`config.mk`:
```
export PLATFORM = sky130hd
export DESIGN_NAME = hz_fwd_unit
export DESIGN_NICKNAME = d
export VERILOG_FILES = /design/src/rtl/hz_pkg.sv /design/src/rtl/hz_src_match.sv /design/src/rtl/hz_load_use.sv /design/src/rtl/hz_fwd_unit.sv
export SDC_FILE = /design/constraint.sdc
export NUM_CORES = 1
export LEC_CHECK = 0
export BUFFER_PORTS_ARGS = -buffer_cell sky130_fd_sc_hd__buf_2
export CELL_PAD_IN_SITES_DETAIL_PLACEMENT = 0
export CELL_PAD_IN_SITES_GLOBAL_PLACEMENT = 1
export CORE_MARGIN = 8
export CORE_UTILIZATION = 22
export DETAILED_ROUTE_END_ITERATION = 8
export PLACE_DENSITY = 0.76
export SYNTH_ARGS = -nofsm -noshare
export SYNTH_HDL_FRONTEND = slang
export SYNTH_SLANG_ARGS = --single-unit
```
`constraint.sdc`:
```
create_clock -name vclk -period 1.9
set_clock_uncertainty 0.2 [all_clocks]
set_input_delay 0.475 -clock vclk [all_inputs]
set_output_delay 0.475 -clock vclk [all_outputs]
set_load 0.01 [all_outputs]
```
`src/rtl/hz_pkg.sv`:
```
package hz_pkg;
  typedef enum logic [1:0] {
    FWD_RF  = 2'b00,
    FWD_WB  = 2'b01,
    FWD_MEM = 2'b10
  } fwd_sel_e;
endpackage

```
`src/rtl/hz_src_match.sv`:
```
module hz_src_match
  import hz_pkg::*;
#(
  parameter int REG_AW = 5
) (
  input  logic [REG_AW-1:0] rs_i,
  input  logic [REG_AW-1:0] mem_rd_i,
  input  logic              mem_we_i,
  input  logic              mem_load_i,
  input  logic [REG_AW-1:0] wb_rd_i,
  input  logic              wb_we_i,
  output fwd_sel_e          sel_o
);
  logic src_live, mem_hit, wb_hit;

  assign src_live = |rs_i;
  // a load in MEM only holds its address, never its data
  assign mem_hit  = src_live && mem_we_i && !mem_load_i && (mem_rd_i == rs_i);
  assign wb_hit   = src_live && wb_we_i && (wb_rd_i == rs_i);

  always_comb begin
    if (mem_hit)     sel_o = FWD_MEM;
    else if (wb_hit) sel_o = FWD_WB;
    else             sel_o = FWD_RF;
  end

  always_comb begin
    if (rs_i == '0)
      assert_zero_src_R4: assert (sel_o == FWD_RF) else $error("zero source forwarded");
    if (mem_load_i)
      assert_no_load_mem_R6: assert (sel_o != FWD_MEM) else $error("load forwarded from MEM");
    if (!mem_we_i)
      assert_mem_we_R5: assert (sel_o != FWD_MEM) else $error("MEM forwarded without write");
    if (!wb_we_i)
      assert_wb_we_R5: assert (sel_o != FWD_WB) else $error("WB forwarded without write");
  end
endmodule

```
`src/rtl/hz_load_use.sv`:
```
module hz_load_use #(
  parameter int REG_AW  = 5,
  parameter int NUM_SRC = 2
) (
  input  logic [REG_AW-1:0] id_src_i [NUM_SRC],
  input  logic [REG_AW-1:0] ex_rd_i,
  input  logic              ex_we_i,
  input  logic              ex_load_i,
  output logic              hazard_o
);
  logic [NUM_SRC-1:0] src_hit;
  logic               producer_live;

  assign producer_live = ex_load_i && ex_we_i && (ex_rd_i != '0);

  for (genvar g = 0; g < NUM_SRC; g++) begin : g_cmp
    assign src_hit[g] = (id_src_i[g] == ex_rd_i);
  end

  assign hazard_o = producer_live && (|src_hit);

  always_comb begin
    if (hazard_o)
      assert_stall_src_R7: assert (ex_load_i && ex_rd_i != '0) else $error("stall without load producer");
  end
endmodule

```
`src/rtl/hz_fwd_unit.sv`:
```
module hz_fwd_unit
  import hz_pkg::*;
#(
  parameter int REG_AW = 5
) (
  input  logic [REG_AW-1:0] id_rs1_i,
  input  logic [REG_AW-1:0] id_rs2_i,
  input  logic [REG_AW-1:0] ex_rs1_i,
  input  logic [REG_AW-1:0] ex_rs2_i,
  input  logic [REG_AW-1:0] ex_rd_i,
  input  logic              ex_we_i,
  input  logic              ex_load_i,
  input  logic [REG_AW-1:0] mem_rd_i,
  input  logic              mem_we_i,
  input  logic              mem_load_i,
  input  logic [REG_AW-1:0] wb_rd_i,
  input  logic              wb_we_i,
  output logic [1:0]        fwd_a_o,
  output logic [1:0]        fwd_b_o,
  output logic              stall_o,
  output logic              bubble_o
);
  localparam int NUM_SRC = 2;

  logic [REG_AW-1:0] ex_src [NUM_SRC];
  logic [REG_AW-1:0] id_src [NUM_SRC];
  fwd_sel_e          sel    [NUM_SRC];
  logic              load_hazard;

  assign ex_src[0] = ex_rs1_i;
  assign ex_src[1] = ex_rs2_i;
  assign id_src[0] = id_rs1_i;
  assign id_src[1] = id_rs2_i;

  for (genvar g = 0; g < NUM_SRC; g++) begin : g_src
    hz_src_match #(.REG_AW(REG_AW)) u_match (
      .rs_i       (ex_src[g]),
      .mem_rd_i   (mem_rd_i),
      .mem_we_i   (mem_we_i),
      .mem_load_i (mem_load_i),
      .wb_rd_i    (wb_rd_i),
      .wb_we_i    (wb_we_i),
      .sel_o      (sel[g])
    );
  end

  hz_load_use #(.REG_AW(REG_AW), .NUM_SRC(NUM_SRC)) u_load_use (
    .id_src_i  (id_src),
    .ex_rd_i   (ex_rd_i),
    .ex_we_i   (ex_we_i),
    .ex_load_i (ex_load_i),
    .hazard_o  (load_hazard)
  );

  assign fwd_a_o  = sel[0];
  assign fwd_b_o  = sel[1];
  assign stall_o  = load_hazard;
  assign bubble_o = load_hazard;

  always_comb begin
    if (fwd_a_o == FWD_MEM)
      assert_mem_index_R1: assert (mem_rd_i == ex_rs1_i && mem_rd_i != '0) else $error("MEM select index mismatch");
    if (fwd_b_o == FWD_WB)
      assert_wb_index_R2: assert (wb_rd_i == ex_rs2_i && wb_we_i) else $error("WB select index mismatch");
    if (!ex_load_i)
      assert_no_stall_R8: assert (!stall_o && !bubble_o) else $error("stall without load");
  end
endmodule

```
### Word-level counts from Yosys, hierarchy flattened

Index checks and enable logic that the tools add are counted.

* bits of input ports: 40
* flip-flop bits (word level): 0

* equality and inequality tests: 6
* muxes and demuxes: 4
* reduce and logical (&&, ||, !) cells: 18

Operators by type and width (number)
* $eq 5x5->1: 6
* $logic_and 1x1->1: 13
* $reduce_or 5->1: 2
* $reduce_bool 5->1: 1
* $mux 2: 2
* $mux 1: 2
* $reduce_or 2->1: 1
* $logic_not 1->1: 1

### Depth between registers and ports, before layout

Gate-level depths: netlist of run 1.

* depth in word-level cells: 5
* mapped depth: 5
* gate-level depth less buffers: 4

### Cells and area by module

From an unflattened synthesis of run 1, not the netlist that was laid out.

* cell total of the unflattened synthesis: 56
* area total of the unflattened synthesis: 450.4 um2

Modules (own cells, without submodules)
* hz_src_match: cells an instance 19, times used 2, area each 155.1 um2, seq. area each 0.0 um2
* hz_load_use: cells an instance 17, times used 1, area each 132.6 um2, seq. area each 0.0 um2
* hz_fwd_unit: cells an instance 1, times used 1, area each 7.5 um2, seq. area each 0.0 um2

### Worst setup path after synthesis of run 1

No wires, ideal clock.

* kind: input to output
* from: input ex_rs1_i[0]
* to: output fwd_a_o[0]
* stages: 4
* required time: 1225 ps
* data arrival time: 1518 ps
* path slack: -293 ps
* path buffers: 0
* cell sequence: or4_4 -> nor2_4 -> nor4_2 -> nor4_2

* longest elaborated chain between the ends: 5

Ends and longest elaborated chain
* start: declaration: line hz_fwd_unit.sv:8 `input logic [REG_AW-1:0] ex_rs1_i,`
* $reduce_or 5->1: line hz_src_match.sv:16 `assign src_live = |rs_i;`
* $logic_and 1x1->1 (2 in a row): line hz_src_match.sv:18 `assign mem_hit = src_live && mem_we_i && !mem_load_i && (mem_rd_i == rs_i);`
* $logic_and 1x1->1 (*): line hz_src_match.sv:18
* net g_src[0].u_match.mem_hit: line hz_src_match.sv:14 `logic src_live, mem_hit, wb_hit;`
* $mux 2 (*): line hz_src_match.sv:22 `if (mem_hit) sel_o = FWD_MEM;`
* end: declaration: line hz_fwd_unit.sv:18 `output logic [1:0] fwd_a_o,`

Mark *: on every way through the listed nets, which the timed path passes. The rest lies on a longest branch.

### Final worst setup path of run 1

* from: input ex_rs1_i[0]
* to: output fwd_a_o[0]

* longest elaborated chain between the ends: 5

Ends and longest elaborated chain (line)
* $reduce_or 5->1: hz_src_match.sv:16
* $logic_and 1x1->1 (on tied branches) (2 in a row): hz_src_match.sv:19, hz_src_match.sv:18
* $mux 1 / $logic_and 1x1->1 (equally long branches): hz_src_match.sv:23, hz_src_match.sv:18
* $mux 2 (*): hz_src_match.sv:22

Mark *: on every way between the ends. The rest lies on a longest branch, timed or not.

==> metrics.md, run 1 <==
| Metric | Value |
|---|---|
| Setup TNS | `-1.839 ns` |
| Global-route wire length before repair | `2911 µm` |
| Top-area cell type share of the netlist area | `38.15%` |
| Final routed wirelength across all metal layers | `1800 µm` |
| # port buffers | `46` |
| Sequential cell area fraction in the yosys report | `0%` |
| Category of the critical setup timing path | `primary input to output pin` |
| Area of the mapped netlist | `459.2 µm²` |
| Critical Path Start Type | `primary input` |
| Global route total overflow | `0` |
| Leakage power | `0.4099 nW` |
| Violated checks | `negative setup slack` |
| Peak per-stage delay on the critical path | `0.54 ns` |
| Fin crit share | `122.3%` |
| Area of combinational cells with multiple inputs | `491.7 µm²` |
| Die Outline Area | `0.003805 mm²` |
| P_int | `0.1022 mW` |
| Worst path slowest cell | `sky130_fd_sc_hd__or4_4` |
| Grt peak-use layer | `met2` |
| Detail-routed net length per standard cell | `12.86 µm` |
| Time the final worst path needs with I/O delays and setup | `2.323 ns` |
| Switching part of the total power | `43.20%` |
| Max-capacitance violation count | `0` |
| I/O pin count | `46` |
| Antenna cell count | `0` |
| Area overhead of the layout relative to synthesis | `95.91%` |
| Post-Syn Area per Cell | `8.349 µm²` |
| Core occupancy in the finished layout | `45.85%` |
| Height of the die | `61.69 µm` |
| Vias in the first global route | `711` |
| Most numerous cell in the Yosys netlist | `sky130_fd_sc_hd__xnor2_1` |
| Average vias per placed instance | `4.436` |
| Cells along the critical path | `buf_6, or4_4, nor2_4, nor4_4, nor4_2, buf_2` |
| Fmax | `430.5 MHz` |
| Total routing resource utilization after global routing | `9.648%` |
| Unrepaired setup endpoints after global routing | `true` |
| CP Buf/Inv Count | `2` |
| Min-Delay Path Class | `primary input to output pin` |
| Router iterations before antenna repair | `2` |
| Hold Slack | `1.094 ns` |
| Switching component of the power | `0.07770 mW` |
| Cell accounting for the most synthesized area | `sky130_fd_sc_hd__xnor2_1` |
| Result of the run | `finished with violations` |
| Global routing met2 resource utilization | `18.76%` |
| Number of flip-flops and latches | `0` |
| Effective utilization at floorplan | `23.41%` |
| # DRC | `0` |
| Area of the core region | `0.001962 mm²` |
| Final Net Count | `155` |
| Final Power | `0.1799 mW` |
| Setup violation total in the final timing report | `6` |
| Synth warn | `0` |
| Peak fanout along the critical path | `2` |
| Placed inst area | `802.0 µm²` |
| Global-route track usage on met3 | `3.340%` |
| Share of total power in combinational logic | `100.0%` |
| Clk network pwr share | `0%` |
| List of most frequent post-synthesis cells | `sky130_fd_sc_hd__xnor2_1, sky130_fd_sc_hd__xor2_1, sky130_fd_sc_hd__nand4_1, sky130_fd_sc_hd__nor4_2, sky130_fd_sc_hd__buf_4` |
| Number of antenna violations at the first check in global routing | `0` |
| Area contributors post-synth | `sky130_fd_sc_hd__xnor2_1, sky130_fd_sc_hd__xor2_1, sky130_fd_sc_hd__nor4_2` |
| X dimension of the die | `61.69 µm` |
| DP Worst Slack | `-0.4294 ns` |
| Routability cong. | `0.8489` |
| Synth unique cells | `14` |
| Family with the most delay on the worst path | `simple AND/OR/NAND/NOR gates` |
| Final Hold Vio Count | `0` |
| Number of slew-limit violations in the final report | `0` |
| Post-route antenna net violation count | `0` |
| Arrival time reported for the critical path endpoint | `1.65 ns` |
| Final cell count without fillers | `140` |
| Fill cell instance count of the final layout | `213` |
| Pin count of the biggest net entering global routing | `4` |
| Highest ir drop seen on vdd | `74.61 µV` |
| Non-Filler Cell Area, Final | `899.6 µm²` |
| Sequential standard cell area | `0 µm²` |
| Clkbuf count | `0` |
| Total instance count after detailed placement | `138` |
| Routed via count | `621` |
| Post-Syn Instances | `55` |
| Proportion of layout cells with a drive suffix above 1 | `66.37%` |
| HPWL reported at the end of detailed placement | `1638 µm` |
| Part of the power in registers | `0%` |
| Number of hold buffers added after CTS | `0` |
| DRC violation total after the first TritonRoute iteration | `4` |
| Tightest Pin Transition | `0.2654 ns` |
| Crit path capture type | `output pin` |
| Met1 layer usage reported by global route | `10.16%` |
| Synthesized net count | `95` |
| Data required time of the critical path | `1.22 ns` |
| Worst relative slew slack | `82.25%` |
| Cell Rows | `16` |
| Power Dens Cells | `199.9 mW/mm²` |
| Worst Slack Setup Final | `-0.4230 ns` |
## layout make-up
type	instances	area share, %
multi-input combinational	52	54.66
timing repair buffer	61	41.59
tap	27	3.755
## routing by layer
metal / share of wire (%) / wire (µm)
met5: 0 / 0
met4: 0 / 0
met3: 18 / 321
met2: 46 / 836
met1: 36 / 642
## worst paths after layout
path / depth (start not counted) / endpoint / start
max: 6 / fwd_a_o[0] / ex_rs1_i[0]
min: 4 / fwd_b_o[0] / wb_we_i
## placed cells by master, fill, tap and decap left out
cell	synthesis	layout
sky130_fd_sc_hd__a21oi_2	0	1
sky130_fd_sc_hd__buf_2	0	41
sky130_fd_sc_hd__buf_4	3	15
sky130_fd_sc_hd__buf_6	0	5
sky130_fd_sc_hd__nand2_1	2	2
sky130_fd_sc_hd__nand3_1	2	2
sky130_fd_sc_hd__nand4_1	4	4
sky130_fd_sc_hd__nor2_4	2	2
sky130_fd_sc_hd__nor2b_1	1	1
sky130_fd_sc_hd__nor3_1	2	2
sky130_fd_sc_hd__nor4_2	4	2
sky130_fd_sc_hd__nor4_4	0	2
sky130_fd_sc_hd__o211ai_1	1	1
sky130_fd_sc_hd__or4_4	2	3
sky130_fd_sc_hd__xnor2_1	20	16
sky130_fd_sc_hd__xnor2_2	0	4
sky130_fd_sc_hd__xor2_1	10	10
## worst min-delay path, delay by kind of cell
family,cells,cell delay (ns)
buffers and inverters,2,0.23
AND/OR/NAND/NOR,2,0.12
## what timing repair did
action | in CTS | in global routing
endpoints found under the setup margin | 6 | 6
setup buffers | 2 | 1
pin swaps | 1 | 2
resized for setup | 5 | 7
## kinds of logic (layout without fill, tap and decap cells)
group	after synthesis	in the layout	synth area share (%)
compound gates	2	2	2.724
xor+xnor	30	30	57.22
buf+inv	3	61	4.904
simple gates	20	20	35.15
## power by group through the flow
stage	logic, mW	registers [mW]	clock network [mW]
5_1_grt	0.195	0	0
3_5_place_dp	0.160	0	0
3_3_place_gp	0.156	0	0
2_1_floorplan	0.0687	0	0
4_1_cts	0.170	0	0
6_report	0.180	0	0
(Power assumes the default switching activity.)
==> inputs of run 2 (changes only) <==
PLACE_DENSITY = 0.78   (was 0.76)
SYNTH_HIERARCHICAL = 1   (was not set)
TNS_END_PERCENT = 100   (was not set)
==> run 2 against run 1 <==
  * The run still ends with negative setup slack left
  * Utilization up 5.3 points
  * Global-route usage up 0.19 points
  * Hold slack worse by 0.023 ns
  * Power up 9.5%
  * First-iteration DRC count up 100%
  * Synthesized cell count up 1.8%
  * Sequential share of layout area unchanged
  * Combinational power up 9%
  * Critical path depth unchanged
  * Non-clock buffer count up 5
  * Wire length up 7.3%
  * Critical path type unchanged
  * Via count up 0.97%
==> metrics.md, run 2 <==
| Metric | Value |
|---|---|
| Result of the run | `finished with violations` |
| Violated checks | `negative setup slack` |
| Non-Filler Cell Area, Final | `993.5 µm²` |
| DRC violation total after the first TritonRoute iteration | `8` |
| Most numerous cell in the Yosys netlist | `sky130_fd_sc_hd__xnor2_1` |
| Post-route antenna net violation count | `0` |
| Critical Path Start Type | `primary input` |
| Worst relative slew slack | `86.83%` |
| Fmax | `430.9 MHz` |
| Data required time of the critical path | `1.22 ns` |
| Effective utilization at floorplan | `23.20%` |
| Number of antenna violations at the first check in global routing | `0` |
| Arrival time reported for the critical path endpoint | `1.65 ns` |
| Sequential cell area fraction in the yosys report | `0%` |
| Average vias per placed instance | `4.295` |
| Clkbuf count | `0` |
| Detail-routed net length per standard cell | `13.23 µm` |
| Grt peak-use layer | `met2` |
| Met1 layer usage reported by global route | `9.719%` |
| Global-route wire length before repair | `2911 µm` |
| Fill cell instance count of the final layout | `188` |
| Most common library cell in the layout ignoring fill and taps | `sky130_fd_sc_hd__buf_2` |
| Number of hold buffers added after CTS | `0` |
| Post-Syn Area per Cell | `8.043 µm²` |
| Height of the die | `61.25 µm` |
| Synth warn | `6` |
| Cell Rows | `16` |
| Commonest cells after routing, fill and taps aside | `sky130_fd_sc_hd__buf_2, sky130_fd_sc_hd__xnor2_1, sky130_fd_sc_hd__buf_4` |
| Highest ir drop seen on vdd | `82.37 µV` |
| Tightest Pin Transition | `0.1960 ns` |
| HPWL reported at the end of detailed placement | `1679 µm` |
| Vias in the first global route | `684` |
| X dimension of the die | `61.25 µm` |
| Number of flip-flops and latches | `0` |
| Routability cong. | `0.7408` |
| Unrepaired setup endpoints after global routing | `true` |
| Die Outline Area | `0.003752 mm²` |
| I/O pin count | `46` |
| WHS Path Cells | `4` |
| Sequential standard cell area | `0 µm²` |
| Proportion of layout cells with a drive suffix above 1 | `70.59%` |
| Min-Delay Path Class | `primary input to output pin` |
| Synthesized net count | `96` |
| Setup violation total in the final timing report | `6` |
| Max-capacitance violation count | `0` |
| Synth unique cells | `14` |
| Area overhead of the layout relative to synthesis | `120.6%` |
| Cell accounting for the most synthesized area | `sky130_fd_sc_hd__xnor2_1` |
| Category of the critical setup timing path | `primary input to output pin` |
| Worst path slowest cell | `sky130_fd_sc_hd__or4_4` |
| Peak fanout along the critical path | `2` |
| Final Net Count | `161` |
| Final Power | `0.1970 mW` |
| Final routed wirelength across all metal layers | `1932 µm` |
| Global route total overflow | `0` |
| Routed via count | `627` |
| Global-route track usage on met3 | `0.4175%` |
| # port buffers | `46` |
| Fin crit share | `122.1%` |
| Area of the core region | `0.001942 mm²` |
| Final Hold Vio Count | `0` |
| Top-area cell type share of the netlist area | `46.67%` |
| Power Dens Cells | `198.3 mW/mm²` |
| Antenna cell count | `0` |
| Cells along the critical path | `buf_6, or4_4, nor2_4, nor3_4, nor4_2, buf_2` |
| Peak per-stage delay on the critical path | `0.54 ns` |
| # DRC | `0` |
| Leakage power | `0.4573 nW` |
| Post-Syn Instances | `56` |
| Router iterations before antenna repair | `4` |
| Area contributors post-synth | `sky130_fd_sc_hd__xnor2_1, sky130_fd_sc_hd__xor2_1, sky130_fd_sc_hd__nand4_1` |
| Global routing met2 resource utilization | `22.09%` |
| Crit path capture type | `output pin` |
| Hold Slack | `1.072 ns` |
| Area of the mapped netlist | `450.4 µm²` |
| Pin count of the biggest net entering global routing | `4` |
| Placed inst area | `840.8 µm²` |
| Time the final worst path needs with I/O delays and setup | `2.321 ns` |
| List of most frequent post-synthesis cells | `sky130_fd_sc_hd__xnor2_1, sky130_fd_sc_hd__xor2_1, sky130_fd_sc_hd__nand4_1` |
| Worst Slack Setup Final | `-0.4208 ns` |
| Number of slew-limit violations in the final report | `0` |
| Total routing resource utilization after global routing | `9.840%` |
-- run 2: changes by cell type after synthesis, sizes merged --
cell,change
xnor2,+4
xor2,-4
nand3b,+2
nor3,+2
nor4,-2
nor2b,-1
-- run 2: cell families (layout without fill, tap and decap cells) --
logic type / after synthesis / in the layout / share of synthesized area (%)
xor+xnor: 30 / 30 / 58.33
compound gates: 2 / 2 / 3.887
simple gates: 21 / 21 / 32.78
buf+inv: 3 / 66 / 5.000
-- run 2: critical path, delay by kind of cell --
kind                   cells  cell delay [ns]
AND/OR/NAND/NOR            4             0.92
buffers and inverters      2             0.26
-- run 2: final cells by class --
class                      instances  area (µm²)  share of cell area (%)
timing repair buffer              66       444.2                   44.71
tap                               27       33.78                   3.401
multi-input combinational         53       515.5                   51.89
-- run 2: stage by stage --
step                utilization (%)  TNS, ns  setup slack (ns)  instances
floorplan                         -  -0.8700           -0.2688         56
global placement              43.30   -1.960           -0.4325        143
detailed placement            43.30   -2.048           -0.4552        143
CTS                           47.62   -1.918           -0.4262        146
global route                  51.16   -2.068           -0.4812        146
finish                        51.16   -1.837           -0.4208        146
-- run 2: worst paths after layout --
kind	endpoint	start
max	fwd_a_o[0]	ex_rs1_i[1]
min	bubble_o	ex_load_i
-- run 2: metal layers --
metal | wire length (µm) | up-vias
met2 | 1204 | 11
li1 | - | 321
met1 | 679 | 295
met4 | 0 | 0
met5 | 0 | -
met3 | 49 | 0
-- run 2: power breakdown --
group / switching (mW) / internal [mW] / leakage, nW
sequential: 0 / 0 / 0
combinational: 0.0796 / 0.117 / 0.457
clock: 0 / 0 / 0
-- run 2: what timing repair did --
item,4_1_cts,5_1_grt
cloned,0,0
endpoints found under the hold margin,0,0
resized for setup,10,11
pin swaps,6,8
buffers inserted,4,1
endpoints found under the setup margin,6,6
==> inputs of run 3 (changes only) <==
MAX_ROUTING_LAYER = met4   (was not set)
==> run 3 against run 2 <==
  * The flow still finishes with violations (negative setup slack)
  * Clock-buffer cell count unchanged
  * Wire length unchanged
  * Sequential share of layout area unchanged
  * Via count unchanged
  * Maximum frequency unchanged
  * Largest power group unchanged
==> metrics.md, run 3 (synthesis results as in run 2) <==
| Metric | Value |
|---|---|
| Height of the die | `61.25 µm` |
| Core occupancy in the finished layout | `51.16%` |
| Final Net Count | `161` |
| Leakage power | `0.4573 nW` |
| Worst relative slew slack | `86.83%` |
| Peak fanout along the critical path | `2` |
| Number of flip-flops and latches | `0` |
| Fin crit share | `122.1%` |
| Area overhead of the layout relative to synthesis | `120.6%` |
| Unrepaired setup endpoints after global routing | `true` |
| Detail-routed net length per standard cell | `13.23 µm` |
| Routability cong. | `0.7499` |
| Effective utilization at floorplan | `23.20%` |
| Antenna cell count | `0` |
| Final Hold Vio Count | `0` |
| Power Dens Cells | `198.3 mW/mm²` |
| Fmax | `430.9 MHz` |
| Total routing resource utilization after global routing | `10.11%` |
| Global route total overflow | `0` |
| Tightest Pin Transition | `0.1960 ns` |
| Routed via count | `627` |
| Cell Rows | `16` |
| Pin count of the biggest net entering global routing | `4` |
| DRC violation total after the first TritonRoute iteration | `8` |
| Number of antenna violations at the first check in global routing | `0` |
| Final routed wirelength across all metal layers | `1932 µm` |
| X dimension of the die | `61.25 µm` |
| Clkbuf count | `0` |
| Result of the run | `finished with violations` |
| Setup TNS | `-1.837 ns` |
| Setup violation total in the final timing report | `6` |
| Max-capacitance violation count | `0` |
| Category of the critical setup timing path | `primary input to output pin` |
| # port buffers | `46` |
| Crit path capture type | `output pin` |
| Router iterations before antenna repair | `4` |
| Data required time of the critical path | `1.22 ns` |
| DP Worst Slack | `-0.4552 ns` |
| Worst min-delay path endpoint | `bubble_o` |
| Post-route antenna net violation count | `0` |
| Vias in the first global route | `684` |
| Number of hold buffers added after CTS | `0` |
| Highest ir drop seen on vdd | `82.37 µV` |
| Final Power | `0.1970 mW` |
| Worst min-delay path startpoint | `ex_load_i` |
| Violated checks | `negative setup slack` |
| Die Outline Area | `0.003752 mm²` |
| Area of the core region | `0.001942 mm²` |
| I/O pin count | `46` |
| Sequential standard cell area | `0 µm²` |
| Worst Slack Setup Final | `-0.4208 ns` |
| Time the final worst path needs with I/O delays and setup | `2.321 ns` |
| Most common library cell in the layout ignoring fill and taps | `sky130_fd_sc_hd__buf_2` |
| Min-Delay Path Class | `primary input to output pin` |
| Arrival time reported for the critical path endpoint | `1.65 ns` |
| Number of slew-limit violations in the final report | `0` |
| # DRC | `0` |
| Critical Path Start Type | `primary input` |
| Global-route wire length before repair | `2911 µm` |
| WHS Path Cells | `4` |
| HPWL reported at the end of detailed placement | `1679 µm` |
| Average vias per placed instance | `4.295` |
| Proportion of layout cells with a drive suffix above 1 | `70.59%` |
| Commonest cells after routing, fill and taps aside | `sky130_fd_sc_hd__buf_2, sky130_fd_sc_hd__xnor2_1, sky130_fd_sc_hd__buf_4` |
[run 3: cell counts in the layout (fill, tap and decap cells not counted)]
No cell type changed its count.
[run 3: per-layer routing]
| layer | GRT usage, % | up-vias | share of wire [%] |
|---|---|---|---|
| li1 | - | 321 | - |
| met1 | 9.836 | 295 | 36 |
| met2 | 22.09 | 11 | 62 |
| met3 | 0.2088 | 0 | 2.1 |
| met4 | 0 | 0 | 0 |
| met5 | - | - | 0 |
[run 3: cell type report]
class,instances,area (µm²)
fillers,188,948.4
multi-input cells,53,515.5
repair buffers,66,444.2
well taps,27,33.78
[run 3: repair_timing]
item                       in CTS  in global routing
pin swaps                       6                  8
setup endpoints to repair       6                  6
resized for setup              10                 11
setup buffers                   4                  1
[run 3: per-stage QoR]
step                      instance area (µm²)  hold WS, ns  instances
after floorplan                         471.7       0.8403         56
after global placement                  840.8        1.072        143
after detailed placement                840.8        1.077        143
after CTS                               924.6        1.078        146
after global routing                    993.5        1.088        146
final                                   993.5        1.072        146
[run 3: power by group]
part           total [mW]  switching, mW  internal, mW
Clock                   0              0             0
Combinational       0.197         0.0796         0.117
Sequential              0              0             0
[run 3: worst max path at each step]
| stage | depth (start not counted) | from | slack (ns) | endpoint |
|---|---|---|---|---|
| 2_1_floorplan | 4 | ex_rs1_i[1] | -0.27 | fwd_a_o[0] |
| 4_1_cts | 6 | ex_rs2_i[1] | -0.43 | fwd_b_o[0] |
| 3_5_place_dp | 6 | ex_rs2_i[1] | -0.46 | fwd_b_o[0] |
| 5_1_grt | 6 | ex_rs2_i[1] | -0.48 | fwd_b_o[0] |
| 6_report | 6 | ex_rs1_i[1] | -0.42 | fwd_a_o[0] |
| 3_3_place_gp | 6 | ex_rs2_i[1] | -0.43 | fwd_b_o[0] |
[run 3: worst max-delay path, cell delays in order]
cell                     delay [ns]
sky130_fd_sc_hd__buf_6         0.09
sky130_fd_sc_hd__or4_4         0.54
sky130_fd_sc_hd__nor2_4        0.14
sky130_fd_sc_hd__nor3_4        0.05
sky130_fd_sc_hd__nor4_2        0.19
sky130_fd_sc_hd__buf_2         0.17
